<file path="src/rtl/tc_frame_counter.sv">
module tc_frame_counter (
  input  logic       clk,
  input  logic       rst,
  input  logic       load,
  input  logic       adv,
  input  logic [7:0] set_hours,
  input  logic [7:0] set_minutes,
  input  logic [7:0] set_seconds,
  input  logic [7:0] set_frames,
  output logic [7:0] hours,
  output logic [7:0] minutes,
  output logic [7:0] seconds,
  output logic [7:0] frames
);

  // returns {wrapped, next value}
  function automatic logic [8:0] bump(input logic [7:0] v, input logic [7:0] last);
    if (v == last)
      bump = 9'h100;
    else if (v[3:0] == 4'd9)
      bump = {1'b0, v[7:4] + 4'd1, 4'd0};
    else
      bump = {1'b0, v[7:4], v[3:0] + 4'd1};
  endfunction

  logic [8:0] fr_n, se_n, mi_n, hr_n;
  logic       c_se, c_mi, c_hr;

  assign fr_n = bump(frames,  8'h29);
  assign se_n = bump(seconds, 8'h59);
  assign mi_n = bump(minutes, 8'h59);
  assign hr_n = bump(hours,   8'h23);

  assign c_se = fr_n[8];
  assign c_mi = c_se & se_n[8];
  assign c_hr = c_mi & mi_n[8];

  always_ff @(posedge clk) begin
    if (rst) begin
      hours   <= 8'h00;
      minutes <= 8'h00;
      seconds <= 8'h00;
      frames  <= 8'h00;
    end else if (load) begin
      hours   <= set_hours;
      minutes <= set_minutes;
      seconds <= set_seconds;
      frames  <= set_frames;
    end else if (adv) begin
      frames <= fr_n[7:0];
      if (c_se) seconds <= se_n[7:0];
      if (c_mi) minutes <= mi_n[7:0];
      if (c_hr) hours   <= hr_n[7:0];
    end
  end

endmodule

</file>
<file path="config.mk">
export PLATFORM = sky130hd
export DESIGN_NAME = tc_frame_counter
export DESIGN_NICKNAME = d
export VERILOG_FILES = /design/src/rtl/tc_frame_counter.sv
export SDC_FILE = /design/constraint.sdc
export NUM_CORES = 1
export LEC_CHECK = 0
export BUFFER_PORTS_ARGS = -buffer_cell sky130_fd_sc_hd__buf_2
export CAP_MARGIN = 20
export CELL_PAD_IN_SITES_DETAIL_PLACEMENT = 1
export CELL_PAD_IN_SITES_GLOBAL_PLACEMENT = 1
export CORE_MARGIN = 2
export CORE_UTILIZATION = 33
export CTS_CLUSTER_DIAMETER = 80
export DETAILED_ROUTE_END_ITERATION = 10
export GPL_TIMING_DRIVEN = 0
export PLACE_DENSITY_LB_ADDON = 0.1
export SLEW_MARGIN = 20
export SYNTH_ARGS = -nofsm -noshare
export SYNTH_HDL_FRONTEND = slang
export SYNTH_SLANG_ARGS = --single-unit
export TNS_END_PERCENT = 30
</file>
<file path="constraint.sdc">
create_clock -name clk -period 1.75 [get_ports clk]
set_input_delay 0.175 -clock clk [delete_from_list [all_inputs] [get_ports clk]]
set_output_delay 0.175 -clock clk [all_outputs]
set_load 0.02 [all_outputs]
</file>
==> metrics.md, run 1 <==
| Metric | Value |
|---|---|
| Outcome | complete, but fails checks |
| Violated checks | negative setup slack |
| Slowest cell on crit path | dfxtp_4 |
| Chip height | ~84 microns |
| Hold Path Class | primary input to flip-flop |
| Clock transition at the registers of the reported paths | approximately 0.07 ns |
| Gr usage total | roughly 20% |
| Largest net degree at the start of global routing | 11 |
| Period utilization | 104.2% |
| CP Class | flip-flop to flip-flop |
| Router iterations before antenna repair | 4 |
| Synth Area in Adders | a little under a tenth |
| Synth Area in Simple Gates | 25.03% |
| # fillers | 795 |
| Syn Inst Count | 266 |
| Setup TNS | -0.1596 ns |
| Clock buffer depth | 2 |
| Vias post-DR | ~2,300 |
| Drt initial violations | a little over 60 |
| Dominant cells by area after synthesis | dfxtp_1, ha_1, a211oi_1 |
| Die footprint | 7128 sq um |
| Synthesized area | around 2100 sq um |
| # IOs | between 60 and 70 |
| Worst hold endpoint | minutes[0] |
| Yosys top cell by area | dfxtp_1 |
| Fraction of layout cells with a size suffix above 1 | 43.68% |
| CTS sink cnt | 32 |
| Synth top area share | ~30% |
| Detailed Place HPWL | between 4000 and 5000 microns |
| Worst Path Max Fanout | 6 |
| Seq/Total Area, Yosys | a little under a third |
| Post-DRT Antenna Nets | 0 |
| Seq cells post-synth | 32 |
| Initial Utilization | between 30% and 40% |
| # DRC | 0 |
| Fmax | approximately 550 MHz |
| Layout Skew | roughly 0.0061 ns |
| Routed WL per cell | 17.15 microns |
| Row count | 29 |
| CTS Root Cell | clkbuf_8 |
| CTS tree | done |
| GRT overflow | 0 |
| Htree depth | 2 |
| Most frequent cells after synthesis | dfxtp_1, nor2_1, a21oi_1 |
| FF-to-FF Start | hours[4] |
| Fin cells | between 400 and 500 |
| Synth Area in XOR/XNOR | under 10% |
| TritonCTS buffer count | 5 |
| Final setup fails | 4 |
| Final min period | between 1.5 and 2 ns |
| Worst path cell trace | inv_2, ha_4, nor4b_4, a221o_2, nor3b_4, buf_6, nor2_4, a211oi_2 |
| Setup crit end kind | flip-flop |
| Syn nets | 318 |
| First-pass GRT wire length | ~11,000 microns |
| Core area | 6314 sq um |
| # nets final | a little over 400 |
| Relative slew slack | about 52% |
| Number of global-route vias before repair | between 2,000 and 2,500 |
| Final number of max-transition violations | 0 |
| Number of synthesized flops with an enable pin | 0 |
| Tightest Pin Transition | about 0.7 ns |
| Mean Syn Cell Area | approximately 8 sq um |
| Max IR drop VDD | 0.3292 mV |
| Multiplexer area fraction after synthesis | less than 1% |
| Largest family of logic cells by synthesized area | compound AO/OA/AOI/OAI gates |
| Worst EP required | 1.95 ns |
| Total wire length | ~7600 microns |
| Post-synth top flop | dfxtp_1 |
| Most frequent cell after synthesis | dfxtp_1 |
| Placer congestion estimate | between 0.7 and 0.8 |
| Min-delay src | rst |
| RSZ-0062 raised after global routing | yes |
| Antenna cell count | 0 |
| Drt via density | around 5.3 |
| P_leak | between 1 and 1.5 nW |
| Compound-gate portion of the synthesized area | 28.49% |
| Capturing point of the worst reg2reg path | hours[7] |
| CP peak stage delay | 0.36 ns |
| Worst r2r path cells | 8 |
| Hold Path Cell Cnt | 2 |
| P per Cell Area | slightly above 600 nW/um^2 |
| Die Wd | between 80 and 90 microns |
| Worst Setup Slack, final | -0.07355 ns |
| Distinct cell type count after synthesis | 48 |
| Reg2Reg Setup Slack | -0.07 ns |
| FFs w/ async S/R, synth | 0% |
| Final Hold Fails | 0 |
| Dpl cells | a little over 400 |
| PortBufs | 67 |
| YS warnings | 0 |
| Area growth, synth to finish | 43.90% |
| Worst skew pair latency | between 0.2 and 0.3 ns |
| Arrival @ worst endpoint | approximately 2.0 ns |
| Maxcap violations | 0 |
| Place WS | -0.2003 ns |
| CP startpoint kind | flip-flop |
| Antenna violations before repair | 0 |
[report_power, final]
part	switching (mW)	internal (mW)	total, mW
registers	0.0646	0.766	0.830
clock network	0.291	0.321	0.612
logic	0.264	0.208	0.472
total	0.619	1.30	1.91
[stage by stage]
step | hold slack (ns) | util [%] | power, mW | area, sq um
2_1_floorplan | 0.2468 | - | 1.080 | 2146
3_3_place_gp | 0.4092 | 40.82 | 1.224 | 2577
3_5_place_dp | 0.4277 | 40.82 | 1.232 | 2577
4_1_cts | 0.1253 | 44.03 | 1.868 | 2780
5_1_grt | 0.1391 | 48.65 | 2.017 | 3072
6_report | 0.1249 | 48.65 | 1.914 | 3072
[worst max-delay path by stage]
| stage | startpoint | to | slack (ns) |
|---|---|---|---|
| after floorplan | frames[5] | frames[6] | -0.01 |
| after global placement | frames[5] | frames[6] | -0.16 |
| after detailed placement | frames[4] | frames[6] | -0.20 |
| after CTS | minutes[5] | minutes[7] | -0.04 |
| after global routing | hours[4] | hours[4] | -0.18 |
| final | hours[4] | hours[7] | -0.07 |
[layout by cell type (no fill, tap or decap), types with 4 or more instances in the layout]
| cell | instances |
|---|---|
| ha_4 | 5 |
| a211oi_1 | 16 |
| nand2b_1 | 7 |
| buf_4 | 23 |
| nand3b_1 | 5 |
| nor3_1 | 10 |
| ha_1 | 8 |
| nor2b_1 | 6 |
| nand3_1 | 11 |
| o31ai_1 | 4 |
| buf_2 | 73 |
| o21ai_0 | 13 |
| clkbuf_1 | 6 |
| dfxtp_2 | 4 |
| dfxtp_4 | 10 |
| o21ai_2 | 4 |
| nor2_1 | 27 |
| a21oi_1 | 26 |
| and3b_2 | 4 |
| nand2_1 | 21 |
| a211oi_2 | 4 |
| clkbuf_8 | 6 |
| dfxtp_1 | 18 |
| inv_2 | 4 |
[final cells by class]
type                       instances  area [sq um]  area share, %
multi-input combinational        211          1573          51.20
sequential                        32         683.2          22.24
timing repair buffer              91         519.2          16.90
tap                               77         96.34          3.136
clock buffer                       8         90.09          2.933
buffer                            12         67.56          2.200
inverter                          10         42.54          1.385
[cell families (layout without fill, tap and decap cells)]
kind of cell	Yosys count	after routing
xor gates and xnor gates	3	3
DFF	32	32
AOI/OAI and AO/OA	88	88
adders and majority gates	16	16
muxes	2	2
buffers and inverters	23	121
and+or+nand+nor	102	102
[per-layer routing]
metal	vias up	global-route usage, %	wire length, microns
met3	8	3.736	286
met5	-	0	0
met2	46	33.12	3782
met1	1125	26.82	3419
li1	1169	-	-
met4	0	4.329	76
[timing repair]
action	in CTS	in global routing
pin swaps	5	11
gates resized for setup	16	49
endpoints found under the setup margin	21	24
hold endpoints to repair	0	0
setup buffers	7	17
hold buffers	0	0
[worst max-delay path, delay by kind of cell (launching register included)]
family	cells	cell delay [ns]
fa+ha+maj	1	0.13
flops	1	0.36
compound gates	2	0.44
simple gates	3	0.60
buf+inv	2	0.23
[sequential cells by signal (all words and copies together) (netlist names)]
| signal | count |
|---|---|
| seconds | 8 |
| hours | 8 |
| minutes | 8 |
| frames | 8 |
Power figures use the tool's default switching activity.
==> inputs of run 2 (changes only) <==
Clock period 1.75 ns to 1.6 ns, I/O delays scaled along.
==> metrics.md, run 2 (synthesis results as in run 1) <==
| Metric | Value |
|---|---|
| Global-route met2 utilization | between 30% and 40% |
| Antenna cell count | 0 |
| P_int | roughly 1.4 mW |
| GRT met3 Usage | 3.736% |
| Place WS | -0.3693 ns |
| FF-to-FF Start | hours[4] |
| Tightest Pin Transition | between 0.7 and 0.8 ns |
| Row count | 29 |
| Fraction of layout cells with a size suffix above 1 | around 48% |
| Worst skew pair latency | ~0.30 ns |
| Clock transition at the registers of the reported paths | 0.08 ns |
| CTS tree | done |
| Largest net degree at the start of global routing | 11 |
| Routed WL per cell | 17.09 microns |
| GR met1 Demand/Resource | between 20% and 30% |
| Hold Path Class | primary input to flip-flop |
| Worst EP required | ~1.8 ns |
| Layout Skew | approximately 0.0086 ns |
| # DRC | 0 |
| PortBufs | 67 |
| Chip height | ~84 microns |
| Clock network power share | between 30% and 40% |
| Final number of max-transition violations | 0 |
| Flop pwr share | roughly 42% |
| CTS Root Cell | clkbuf_8 |
| Htree depth | 2 |
| Detailed Place HPWL | about 5000 microns |
| Comb pwr share | about 25% |
| TritonCTS buffer count | 5 |
| GR peak layer | met2 |
| Fmax | between 500 and 600 MHz |
| CP top delay family | compound AO/OA/AOI/OAI gates |
| Maxcap violations | 0 |
| # fillers | 802 |
| CTS sink cnt | 32 |
| Die Wd | about 84 microns |
| Gr usage total | about a fifth |
| Worst Path Max Fanout | 8 |
| Post-DRT Antenna Nets | 0 |
| P per Cell Area | a little under 700 nW/um^2 |
| Final setup fails | 21 |
| Worst Setup Slack, final | -0.1145 ns |
| GRT overflow | 0 |
| Net Sw Frac | about a third |
| CP peak stage delay | between 0.4 and 0.5 ns |
| Area of the multi-input gates | roughly 1700 sq um |
| Router iterations before antenna repair | 4 |
| Commonest non-fill, non-tap cell in the layout | buf_2 |
| # IOs | 68 |
| Slowest cell on crit path | a221o_2 |
| Sequential cell area | ~680 sq um |
| Commonest cells after routing, fill and taps aside | buf_2, a21oi_1, nand2_1 |
| Total wire length | between 7000 and 8000 microns |
| RSZ-0062 raised after global routing | yes |
| Setup crit end kind | flip-flop |
| Worst path cell trace | inv_2, ha_4, nor4b_4, a221o_2, nor3b_4, buf_12, nor2_4, a211oi_2 |
| Die footprint | between 7000 and 8000 sq um |
| Vias post-DR | between 2,000 and 2,500 |
| Core area | ~6300 sq um |
| Final Util | between 50% and 60% |
| Max IR drop VDD | 0.3431 mV |
| Relative slew slack | a little over half |
| Initial Utilization | around a third |
| Violated checks | negative setup slack |
| Clock buffer depth | 2 |
| CP startpoint kind | flip-flop |
| First-pass GRT wire length | 11,500 microns |
| CP Class | flip-flop to flip-flop |
| Outcome | complete, but fails checks |
| P_leak | 1.289 nW |
| Buffer and inverter count on the worst path | 2 |
| Number of global-route vias before repair | around 2,300 |
| Final Hold Fails | 0 |
| Net switching power | 0.7324 mW |
| Final min period | about 1.7 ns |
| Min-delay src | rst |
| Cts hold-fix bufs | 0 |
| Worst setup path startpoint | hours[4] |
| Antenna violations before repair | 0 |
| Arrival @ worst endpoint | 1.86 ns |
| # nets final | just over 400 |
| Drt initial violations | 52 |
| Period utilization | 107.2% |
| Area growth, synth to finish | 48.77% |
| Placer congestion estimate | roughly 0.75 |
| Drt via density | 5.428 |
[run 2: changes by cell type in the layout (fill, tap and decap cells not counted), moves of 3 or more]
cell,previous run,this run
o31ai_2,1,5
buf_4,23,16
o31ai_1,4,1
nor2_1,27,19
nor2_2,0,7
o21ai_1,3,6
o21ai_2,4,1
a211oi_1,16,11
a21oi_1,26,23
a211oi_2,4,9
[run 2: area by class of cell]
type | instances | area share (%)
multi-input cells | 211 | 53.31
flip-flops and latches | 32 | 21.39
repair buffers | 85 | 15.76
well taps | 77 | 3.034
clock buffers | 6 | 2.600
plain buffers | 12 | 2.246
inverters | 10 | 1.340
clock inverters | 2 | 0.3152
[run 2: power by group through the flow]
stage	sequential, mW	combinational, mW	clock, mW
finish	0.905	0.542	0.704
global route	0.915	0.599	0.744
CTS	0.902	0.501	0.712
detailed placement	0.924	0.439	0
global placement	0.922	0.431	0
floorplan	0.964	0.231	0
[run 2: per-stage QoR]
| stage | hold WS, ns | cells | TNS, ns | area, sq um | total power, mW |
|---|---|---|---|---|---|
| CTS | 0.07593 | 431 | -0.9836 | 2982 | 2.115 |
| global route | 0.09456 | 435 | -3.283 | 3176 | 2.257 |
| finish | 0.08705 | 435 | -1.169 | 3176 | 2.151 |
| floorplan | 0.2294 | 266 | -0.2800 | 2228 | 1.195 |
| detailed placement | 0.3973 | 410 | -3.592 | 2660 | 1.363 |
| global placement | 0.3883 | 410 | -2.773 | 2660 | 1.353 |
[run 2: layer usage]
metal,wire (microns),vias to the layer above
met5,0,-
met4,61,0
met3,284,5
met2,3579,48
met1,3509,1148
li1,-,1160
[run 2: path summary, 6_finish.rpt]
check	cells after the start	endpoint	slack (ns)
min	2	minutes[0]	0.09
max	8	hours[5]	-0.11
max reg2reg	8	hours[5]	-0.11
min reg2reg	2	minutes[5]	0.52
[run 2: timing repair]
item                                    in CTS  in global routing
setup buffers                               16                  4
hold endpoints to repair                     0                  0
cloned                                       0                  1
gates resized for setup                     28                 32
pin swaps                                   13                 14
endpoints found under the setup margin      26                 29
[run 2: worst reg2reg max path: stages, from the launching register on]
cell and delay (ns):
dfxtp_4 0.35, inv_2 0.04, ha_4 0.14, nor4b_4 0.12, a221o_2 0.45, nor3b_4 0.18
buf_12 0.16, nor2_4 0.10, a211oi_2 0.04
